==> config.mk <==
export PLATFORM = sky130hd
export DESIGN_NAME = iso_tx_fetch
export DESIGN_NICKNAME = d
export VERILOG_FILES = /design/src/rtl/iso_tx_pkg.sv /design/src/rtl/iso_port_clkgen.sv /design/src/rtl/iso_byte_packer.sv /design/src/rtl/iso_fetch_fsm.sv /design/src/rtl/iso_tx_fetch.sv
export SDC_FILE = /design/constraint.sdc
export NUM_CORES = 1
export LEC_CHECK = 0
export BUFFER_PORTS_ARGS = -buffer_cell sky130_fd_sc_hd__buf_2
export CORE_MARGIN = 3
export CORE_UTILIZATION = 60
export CTS_BUF_LIST = sky130_fd_sc_hd__clkbuf_8
export CTS_CLUSTER_DIAMETER = 30
export DETAILED_ROUTE_END_ITERATION = 8
export GPL_TIMING_DRIVEN = 0
export PLACE_DENSITY = 0.84
export SKIP_CTS_REPAIR_TIMING = 1
export SLEW_MARGIN = 20
export SYNTH_ARGS = -nofsm -noshare
export SYNTH_HDL_FRONTEND = slang
export SYNTH_SLANG_ARGS = --single-unit
==> constraint.sdc <==
create_clock -name clk_i -period 2.8 [get_ports clk_i]
set_input_delay 0.84 -clock clk_i [delete_from_list [all_inputs] [get_ports clk_i]]
set_output_delay 0.84 -clock clk_i [all_outputs]
set_load 0.02 [all_outputs]
==> src/rtl/iso_tx_pkg.sv <==
package iso_tx_pkg;
  typedef enum logic [2:0] {
    S_IDLE,
    S_RST,
    S_WAIT,
    S_PRE,
    S_DATA,
    S_EOB
  } fetch_state_e;

  localparam int unsigned QUAD_BYTES = 4;
endpackage

==> src/rtl/iso_port_clkgen.sv <==
module iso_port_clkgen (
  input  logic clk_i,
  input  logic rst_ni,
  output logic port_clk_o,
  output logic tick_o
);
  logic ph_q;

  always_ff @(posedge clk_i or negedge rst_ni) begin
    if (!rst_ni) ph_q <= 1'b0;
    else         ph_q <= ~ph_q;
  end

  // edges with ph_q low are the port-clock rises
  assign tick_o     = ~ph_q;
  assign port_clk_o = ph_q;
endmodule

==> src/rtl/iso_byte_packer.sv <==
module iso_byte_packer #(
  parameter int unsigned BYTE_W = 8,
  parameter int unsigned QB     = iso_tx_pkg::QUAD_BYTES,
  localparam int unsigned QW    = BYTE_W * QB,
  localparam int unsigned BPW   = (QB > 1) ? $clog2(QB) : 1
) (
  input  logic              clk_i,
  input  logic              rst_ni,
  input  logic              clr_i,
  input  logic              cap_i,
  input  logic [BYTE_W-1:0] byte_i,
  output logic [QW-1:0]     word_o,
  output logic              full_o
);
  logic [QW-BYTE_W-1:0] sh_q;
  logic [BPW-1:0]       bpos_q;

  assign word_o = {sh_q, byte_i};
  assign full_o = cap_i && (bpos_q == BPW'(QB - 1));

  always_ff @(posedge clk_i or negedge rst_ni) begin
    if (!rst_ni) begin
      sh_q   <= '0;
      bpos_q <= '0;
    end else if (clr_i) begin
      sh_q   <= '0;
      bpos_q <= '0;
    end else if (cap_i) begin
      sh_q   <= word_o[QW-BYTE_W-1:0];
      bpos_q <= full_o ? '0 : bpos_q + 1'b1;
    end
  end
endmodule

==> src/rtl/iso_fetch_fsm.sv <==
module iso_fetch_fsm
  import iso_tx_pkg::*;
#(
  parameter int unsigned QW       = 32,
  parameter int unsigned LEN_W    = 8,
  parameter int unsigned BLK_PKTS = 2,
  localparam int unsigned PW      = (BLK_PKTS > 1) ? $clog2(BLK_PKTS) : 1
) (
  input  logic          clk_i,
  input  logic          rst_ni,
  input  logic          dma_rst_ni,
  input  logic          tick_i,
  input  logic          data_rdy_i,
  input  logic          cycle_start_i,
  input  logic          full_i,
  input  logic [QW-1:0] word_i,
  output logic          inc_o,
  output logic          ptr_rst_o,
  output logic          done_o,
  output logic          q_valid_o,
  output logic [QW-1:0] q_data_o,
  output logic          pkt_flag_o
);
  localparam logic [PW-1:0] LAST_PKT = PW'(BLK_PKTS - 1);

  fetch_state_e     state_q, nstate;
  logic             cyc_pend_q, pend_d;
  logic [LEN_W-1:0] qrem_q, qrem_d;
  logic [PW-1:0]    pcnt_q, pcnt_d;
  logic             emit, flag, pkt_end, fetch_d;

  always_comb begin
    nstate  = state_q;
    qrem_d  = qrem_q;
    pcnt_d  = pcnt_q;
    emit    = 1'b0;
    flag    = 1'b0;
    pkt_end = 1'b0;
    // cycle starts count only while waiting for one
    if (state_q != S_WAIT)  pend_d = 1'b0;
    else if (cycle_start_i) pend_d = 1'b1;
    else                    pend_d = cyc_pend_q;
    if (tick_i) begin
      case (state_q)
        S_IDLE: if (data_rdy_i) nstate = S_RST;
        S_RST:  nstate = S_WAIT;
        S_WAIT: if (pend_d) begin
          nstate = S_PRE;
          pend_d = 1'b0;
        end
        S_PRE: if (full_i) begin
          emit = 1'b1;
          flag = 1'b1;
          if (word_i[LEN_W-1:0] == '0) pkt_end = 1'b1;
          else begin
            qrem_d = word_i[LEN_W-1:0];
            nstate = S_DATA;
          end
        end
        S_DATA: if (full_i) begin
          emit   = 1'b1;
          qrem_d = qrem_q - 1'b1;
          if (qrem_q == LEN_W'(1)) begin
            flag    = 1'b1;
            pkt_end = 1'b1;
          end
        end
        S_EOB:   if (!data_rdy_i) nstate = S_IDLE;
        default: nstate = S_IDLE;
      endcase
      if (pkt_end) begin
        if (pcnt_q == LAST_PKT) begin
          pcnt_d = '0;
          nstate = S_EOB;
        end else begin
          pcnt_d = pcnt_q + 1'b1;
          nstate = S_WAIT;
        end
      end
    end
  end

  assign fetch_d = (nstate == S_PRE) || (nstate == S_DATA);

  always_ff @(posedge clk_i or negedge rst_ni) begin
    if (!rst_ni) begin
      state_q    <= S_IDLE;
      cyc_pend_q <= 1'b0;
      qrem_q     <= '0;
      pcnt_q     <= '0;
      inc_o      <= 1'b0;
      ptr_rst_o  <= 1'b0;
      done_o     <= 1'b1;
      q_valid_o  <= 1'b0;
      q_data_o   <= '0;
      pkt_flag_o <= 1'b0;
    end else if (!dma_rst_ni) begin
      state_q    <= S_IDLE;
      cyc_pend_q <= 1'b0;
      qrem_q     <= '0;
      pcnt_q     <= '0;
      inc_o      <= 1'b0;
      ptr_rst_o  <= 1'b0;
      done_o     <= 1'b1;
      q_valid_o  <= 1'b0;
      pkt_flag_o <= 1'b0;
    end else begin
      cyc_pend_q <= pend_d;
      q_valid_o  <= emit;
      pkt_flag_o <= flag;
      if (emit) q_data_o <= word_i;
      if (tick_i) begin
        state_q   <= nstate;
        qrem_q    <= qrem_d;
        pcnt_q    <= pcnt_d;
        inc_o     <= fetch_d && data_rdy_i;
        ptr_rst_o <= (nstate == S_RST);
        done_o    <= (nstate == S_IDLE) || (nstate == S_EOB);
      end
    end
  end

  AST_ABORT_IDLE: assert property (@(posedge clk_i) disable iff (!rst_ni)
    !dma_rst_ni |=> (done_o && !inc_o && !q_valid_o));
  AST_OUT_ON_RISE: assert property (@(posedge clk_i) disable iff (!rst_ni)
    (!tick_i && dma_rst_ni) |=> ($stable(inc_o) && $stable(ptr_rst_o) && $stable(done_o)));
  AST_PTR_RST_ONE_PERIOD: assert property (@(posedge clk_i) disable iff (!rst_ni)
    (ptr_rst_o && tick_i) |=> !ptr_rst_o);
  AST_NO_INC_WHEN_DONE: assert property (@(posedge clk_i) disable iff (!rst_ni)
    !(inc_o && done_o));
  AST_WAIT_HOLDS: assert property (@(posedge clk_i) disable iff (!rst_ni)
    (state_q == S_WAIT && !cyc_pend_q && !cycle_start_i && dma_rst_ni) |=> !inc_o);
  AST_FLAG_ON_STROBE: assert property (@(posedge clk_i) disable iff (!rst_ni)
    pkt_flag_o |-> q_valid_o);
  AST_STROBE_ONE_CYCLE: assert property (@(posedge clk_i) disable iff (!rst_ni)
    q_valid_o |=> !q_valid_o);
  AST_EOB_NO_RESTART: assert property (@(posedge clk_i) disable iff (!rst_ni)
    (state_q == S_EOB && data_rdy_i && dma_rst_ni) |=> (!ptr_rst_o && done_o));
endmodule

==> src/rtl/iso_tx_fetch.sv <==
module iso_tx_fetch #(
  parameter int unsigned BYTE_W   = 8,
  parameter int unsigned LEN_W    = 8,
  parameter int unsigned BLK_PKTS = 2,
  localparam int unsigned QW      = BYTE_W * iso_tx_pkg::QUAD_BYTES
) (
  input  logic              clk_i,
  input  logic              rst_ni,
  input  logic              dma_rst_ni,
  input  logic              cycle_start_i,
  input  logic              data_rdy_i,
  input  logic [BYTE_W-1:0] port_data_i,
  output logic              port_clk_o,
  output logic              ptr_rst_o,
  output logic              ptr_inc_o,
  output logic              done_o,
  output logic              quad_valid_o,
  output logic [QW-1:0]     quad_data_o,
  output logic              pkt_flag_o
);
  logic          tick;
  logic          cap;
  logic          full;
  logic [QW-1:0] word;

  iso_port_clkgen u_clkgen (
    .clk_i      (clk_i),
    .rst_ni     (rst_ni),
    .port_clk_o (port_clk_o),
    .tick_o     (tick)
  );

  // a byte is taken at the rise that closes an enabled period
  assign cap = tick && ptr_inc_o;

  iso_byte_packer #(
    .BYTE_W (BYTE_W),
    .QB     (iso_tx_pkg::QUAD_BYTES)
  ) u_packer (
    .clk_i  (clk_i),
    .rst_ni (rst_ni),
    .clr_i  (!dma_rst_ni),
    .cap_i  (cap),
    .byte_i (port_data_i),
    .word_o (word),
    .full_o (full)
  );

  iso_fetch_fsm #(
    .QW       (QW),
    .LEN_W    (LEN_W),
    .BLK_PKTS (BLK_PKTS)
  ) u_fsm (
    .clk_i         (clk_i),
    .rst_ni        (rst_ni),
    .dma_rst_ni    (dma_rst_ni),
    .tick_i        (tick),
    .data_rdy_i    (data_rdy_i),
    .cycle_start_i (cycle_start_i),
    .full_i        (full),
    .word_i        (word),
    .inc_o         (ptr_inc_o),
    .ptr_rst_o     (ptr_rst_o),
    .done_o        (done_o),
    .q_valid_o     (quad_valid_o),
    .q_data_o      (quad_data_o),
    .pkt_flag_o    (pkt_flag_o)
  );
endmodule

==> flow_metrics.tcl <==
set metrics [dict create \
    status "completed" \
    p_per_area_mw_per_mm2 499.4 \
    syn_area_sq_mm 0.003342 \
    vias_in_the_first_global_route 2476 \
    cts.reportedPaths.clkPinSlew_ns 0.08 \
    route.final.wire_length_mm 7.226 \
    power.switching_fraction 0.2464 \
    irDropWorstVdd_mv 0.3118 \
    route.detailed.wl_per_inst_microns 17.16 \
    finalNetCount 362 \
    synthesis.nets 300 \
    cellInternalPower_uw 1459 \
    gr-total-overflow 0 \
    numClockSinks 77 \
    synth_sequential_area_ratio 0.5769 \
    root_buffer "sky130_fd_sc_hd__clkbuf_8" \
    wp_data_arrival_ns 2.68 \
    yosys-top-cells-area "sky130_fd_sc_hd__dfrtp_1, sky130_fd_sc_hd__mux2_2, sky130_fd_sc_hd__a22o_1" \
    dp_cells 405 \
    synth.yosys.warnings 0 \
    place_hpwl_mm 5.060 \
    final_cells 421 \
    start_util 0.6381 \
    antenna_violations_before_repair 0 \
    critical_register_to_register_path_endpoint "u_fsm.qrem_q[4]$_DFFE_PN0P_" \
    antenna_left 0 \
    design.core.area_sq_mm 0.005238 \
    worstSetupStartpointType "primary input" \
    timing.critical_path.required_ns 3.04 \
    setup_ws_ns 0.3646 \
    die_y_microns 80.63 \
    final_max_slew_viol_count 0 \
    place.port_buffers 50 \
    power_frac_clock 0.377 \
    die_width_microns 80.63 \
    cts.htree.levels 3 \
    total_power_uw 1936 \
    antenna-diode-count 0 \
    post_synth.cell_area_avg_sq_um 11.77 \
    hold_wc_path_type "in2async" \
    ios 51 \
    layout-drive-gt1-share 0.3134 \
    fin_worst_skew_ns 0.007322 \
    vias 2543 \
    timing.reg2reg.setup_slack_ns 0.69 \
    worst_setup_path_end_kind "flop" \
    power.static_leakage_uw 0.002027 \
    place_ws_ns 0.2042 \
    setup_violations 0 \
    synth_largest_type_area_fraction 0.5691 \
    vias_per_cell 6.040 \
    timing.setup.critical_path_class "in2reg" \
    post_synth_inst_count 284 \
    critPathMaxFanout 8 \
    insertion_delay_ns 0.35 \
    fp-row-count 26 \
    global_placer_s_final_weighted_congestion 0.8868 \
    final_min_period_over_clock_period 0.8698 \
    track_usage 0.2463 \
    worst_slew_pin_slew_ns 0.6237 \
    synth_area_leader_cell "sky130_fd_sc_hd__dfrtp_1" \
    clock_path_buffers 2 \
    design.die.area_sq_mm 0.006501 \
    cts_made_buffers 9 \
    worst_hold_slack_ns 0.4205 \
    final_setup_tns_ns 0 \
    worst_r2r_startpoint "u_packer.bpos_q[0]$_DFFE_PN0P_" \
    power.sequential.fraction 0.578 \
    synth.lib_cells_used.distinct 48 \
    timing.max_slew.rel_slack 0.5804 \
    power_switching_uw 477.1 \
    area_growth_pct 16.02 \
    final_hold_violating_endpoints 0 \
    timing.final.crit_period_ns 2.435 \
    comb_power_share 0.046 \
    firstDrtPassIters 5 \
    cts_tree "yes" \
    grt_start_max_net_pins 47 \
    grt_pass1_wl_mm 12.07 \
    reported_max_cap_violation_count 0 \
    ys_seq_elements 77 \
    timing.reg2reg.worst_path_depth 8 \
    route.detailed.drc 0 \
    drt_iter0_drc 183 \
    clock.fmax_ghz 0.4106 \
    setup_repair_after_global_routing_missed_its_margin "no" \
]
[critical path: stages]
cell and delay [ns]:
sky130_fd_sc_hd__buf_2 0.13, sky130_fd_sc_hd__nor4_1 0.58, sky130_fd_sc_hd__nand3_1 0.37, sky130_fd_sc_hd__a21oi_1 0.46
sky130_fd_sc_hd__o21ai_0 0.16, sky130_fd_sc_hd__o21ai_0 0.13
[power groups by stage]
stage / Clock (uW) / Sequential, uW / Combinational, uW
6_report: 729 / 1120 / 88.4
5_1_grt: 785 / 1120 / 98.3
4_1_cts: 747 / 1120 / 88.6
3_5_place_dp: 0 / 1140 / 88.4
3_3_place_gp: 0 / 1140 / 82.6
2_1_floorplan: 0 / 1140 / 31.9
[synth_stat cells, drive strengths merged]
cell type,n
nand3,5
a211oi,5
and2,1
or2,1
o211a,1
clkinv,1
and3b,2
dfstp,1
nor2,12
a31oi,2
or2b,1
nand2,35
a22o,25
inv,5
clkbuf,6
o21ai,11
o32a,1
or3b,1
ha,3
nor3,2
o21a,1
and3,2
dfrtp,76
o221a,1
nand3b,3
mux2,25
a21oi,18
nor3b,3
nor4,6
buf,10
o22ai,1
o211ai,3
or4,1
xor2,1
xnor2,2
nand4,2
nor4b,2
a31o,1
o311ai,1
or3,4
[placed cells by master, fill, tap and decap left out, types with 9 or more instances in the layout]
| cell | Yosys | layout |
|---|---|---|
| sky130_fd_sc_hd__clkbuf_8 | 0 | 9 |
| sky130_fd_sc_hd__mux2_2 | 25 | 25 |
| sky130_fd_sc_hd__nand2_1 | 35 | 35 |
| sky130_fd_sc_hd__o21ai_0 | 11 | 11 |
| sky130_fd_sc_hd__nor2_1 | 11 | 11 |
| sky130_fd_sc_hd__a21oi_1 | 18 | 18 |
| sky130_fd_sc_hd__buf_2 | 7 | 56 |
| sky130_fd_sc_hd__dfrtp_1 | 76 | 76 |
| sky130_fd_sc_hd__a22o_1 | 25 | 25 |
[cells by family after synthesis]
kind of cell	Yosys count	share of synthesized area
mux	25	0.08424
compound gates	71	0.1509
simple gates	83	0.1370
fa+ha+maj	3	0.01123
flops	77	0.5769
buf+inv	22	0.03182
xor+xnor	3	0.007864
[metal layers]
layer / track usage / vias to the layer above / wire [microns]
met5: 0 / - / 0
met2: 0.4023 / 98 / 3534
li1: - / 1164 / -
met3: 0.05493 / 14 / 462
met4: 0.09628 / 0 / 147
met1: 0.3196 / 1267 / 3082
[worst max-delay path by stage]
stage	startpoint	end	slack, ns	cells past startpoint
2_1_floorplan	port_data_i[2]	u_fsm.qrem_q[7]$_DFFE_PN0P_	0.67	5
3_3_place_gp	port_data_i[6]	u_fsm.state_q[1]$_DFFE_PN0P_	0.24	6
3_5_place_dp	port_data_i[6]	u_fsm.state_q[1]$_DFFE_PN0P_	0.20	6
4_1_cts	port_data_i[6]	u_fsm.state_q[1]$_DFFE_PN0P_	0.57	6
5_1_grt	port_data_i[6]	u_fsm.qrem_q[4]$_DFFE_PN0P_	0.26	6
6_report	port_data_i[6]	u_fsm.qrem_q[4]$_DFFE_PN0P_	0.36	6
[flip-flops by register name, summed over array words and instances, names as in the netlist, 2 cells and up]
signal / count
u_packer.bpos_q: 2
u_fsm.state_q: 3
u_fsm.q_data_o: 32
u_fsm.qrem_q: 8
u_packer.sh_q: 24
[final cells by class]
class	count	area, sq um
sequential	77	1928
fill	366	1360
multi-input combinational	185	1308
timing repair buffer	51	280.3
clock buffer	9	123.9
tap	70	87.58
buffer	16	83.83
clock inverter	7	43.79
inverter	6	22.52
[through the flow]
stage          cell area [sq um]  utilization
6_report                    3877       0.7403
5_1_grt                     3877       0.7403
4_1_cts                     3877       0.7403
3_5_place_dp                3710       0.7083
3_3_place_gp                3680       0.7026
2_1_floorplan               3342            -
(Power assumes the default switching activity.)
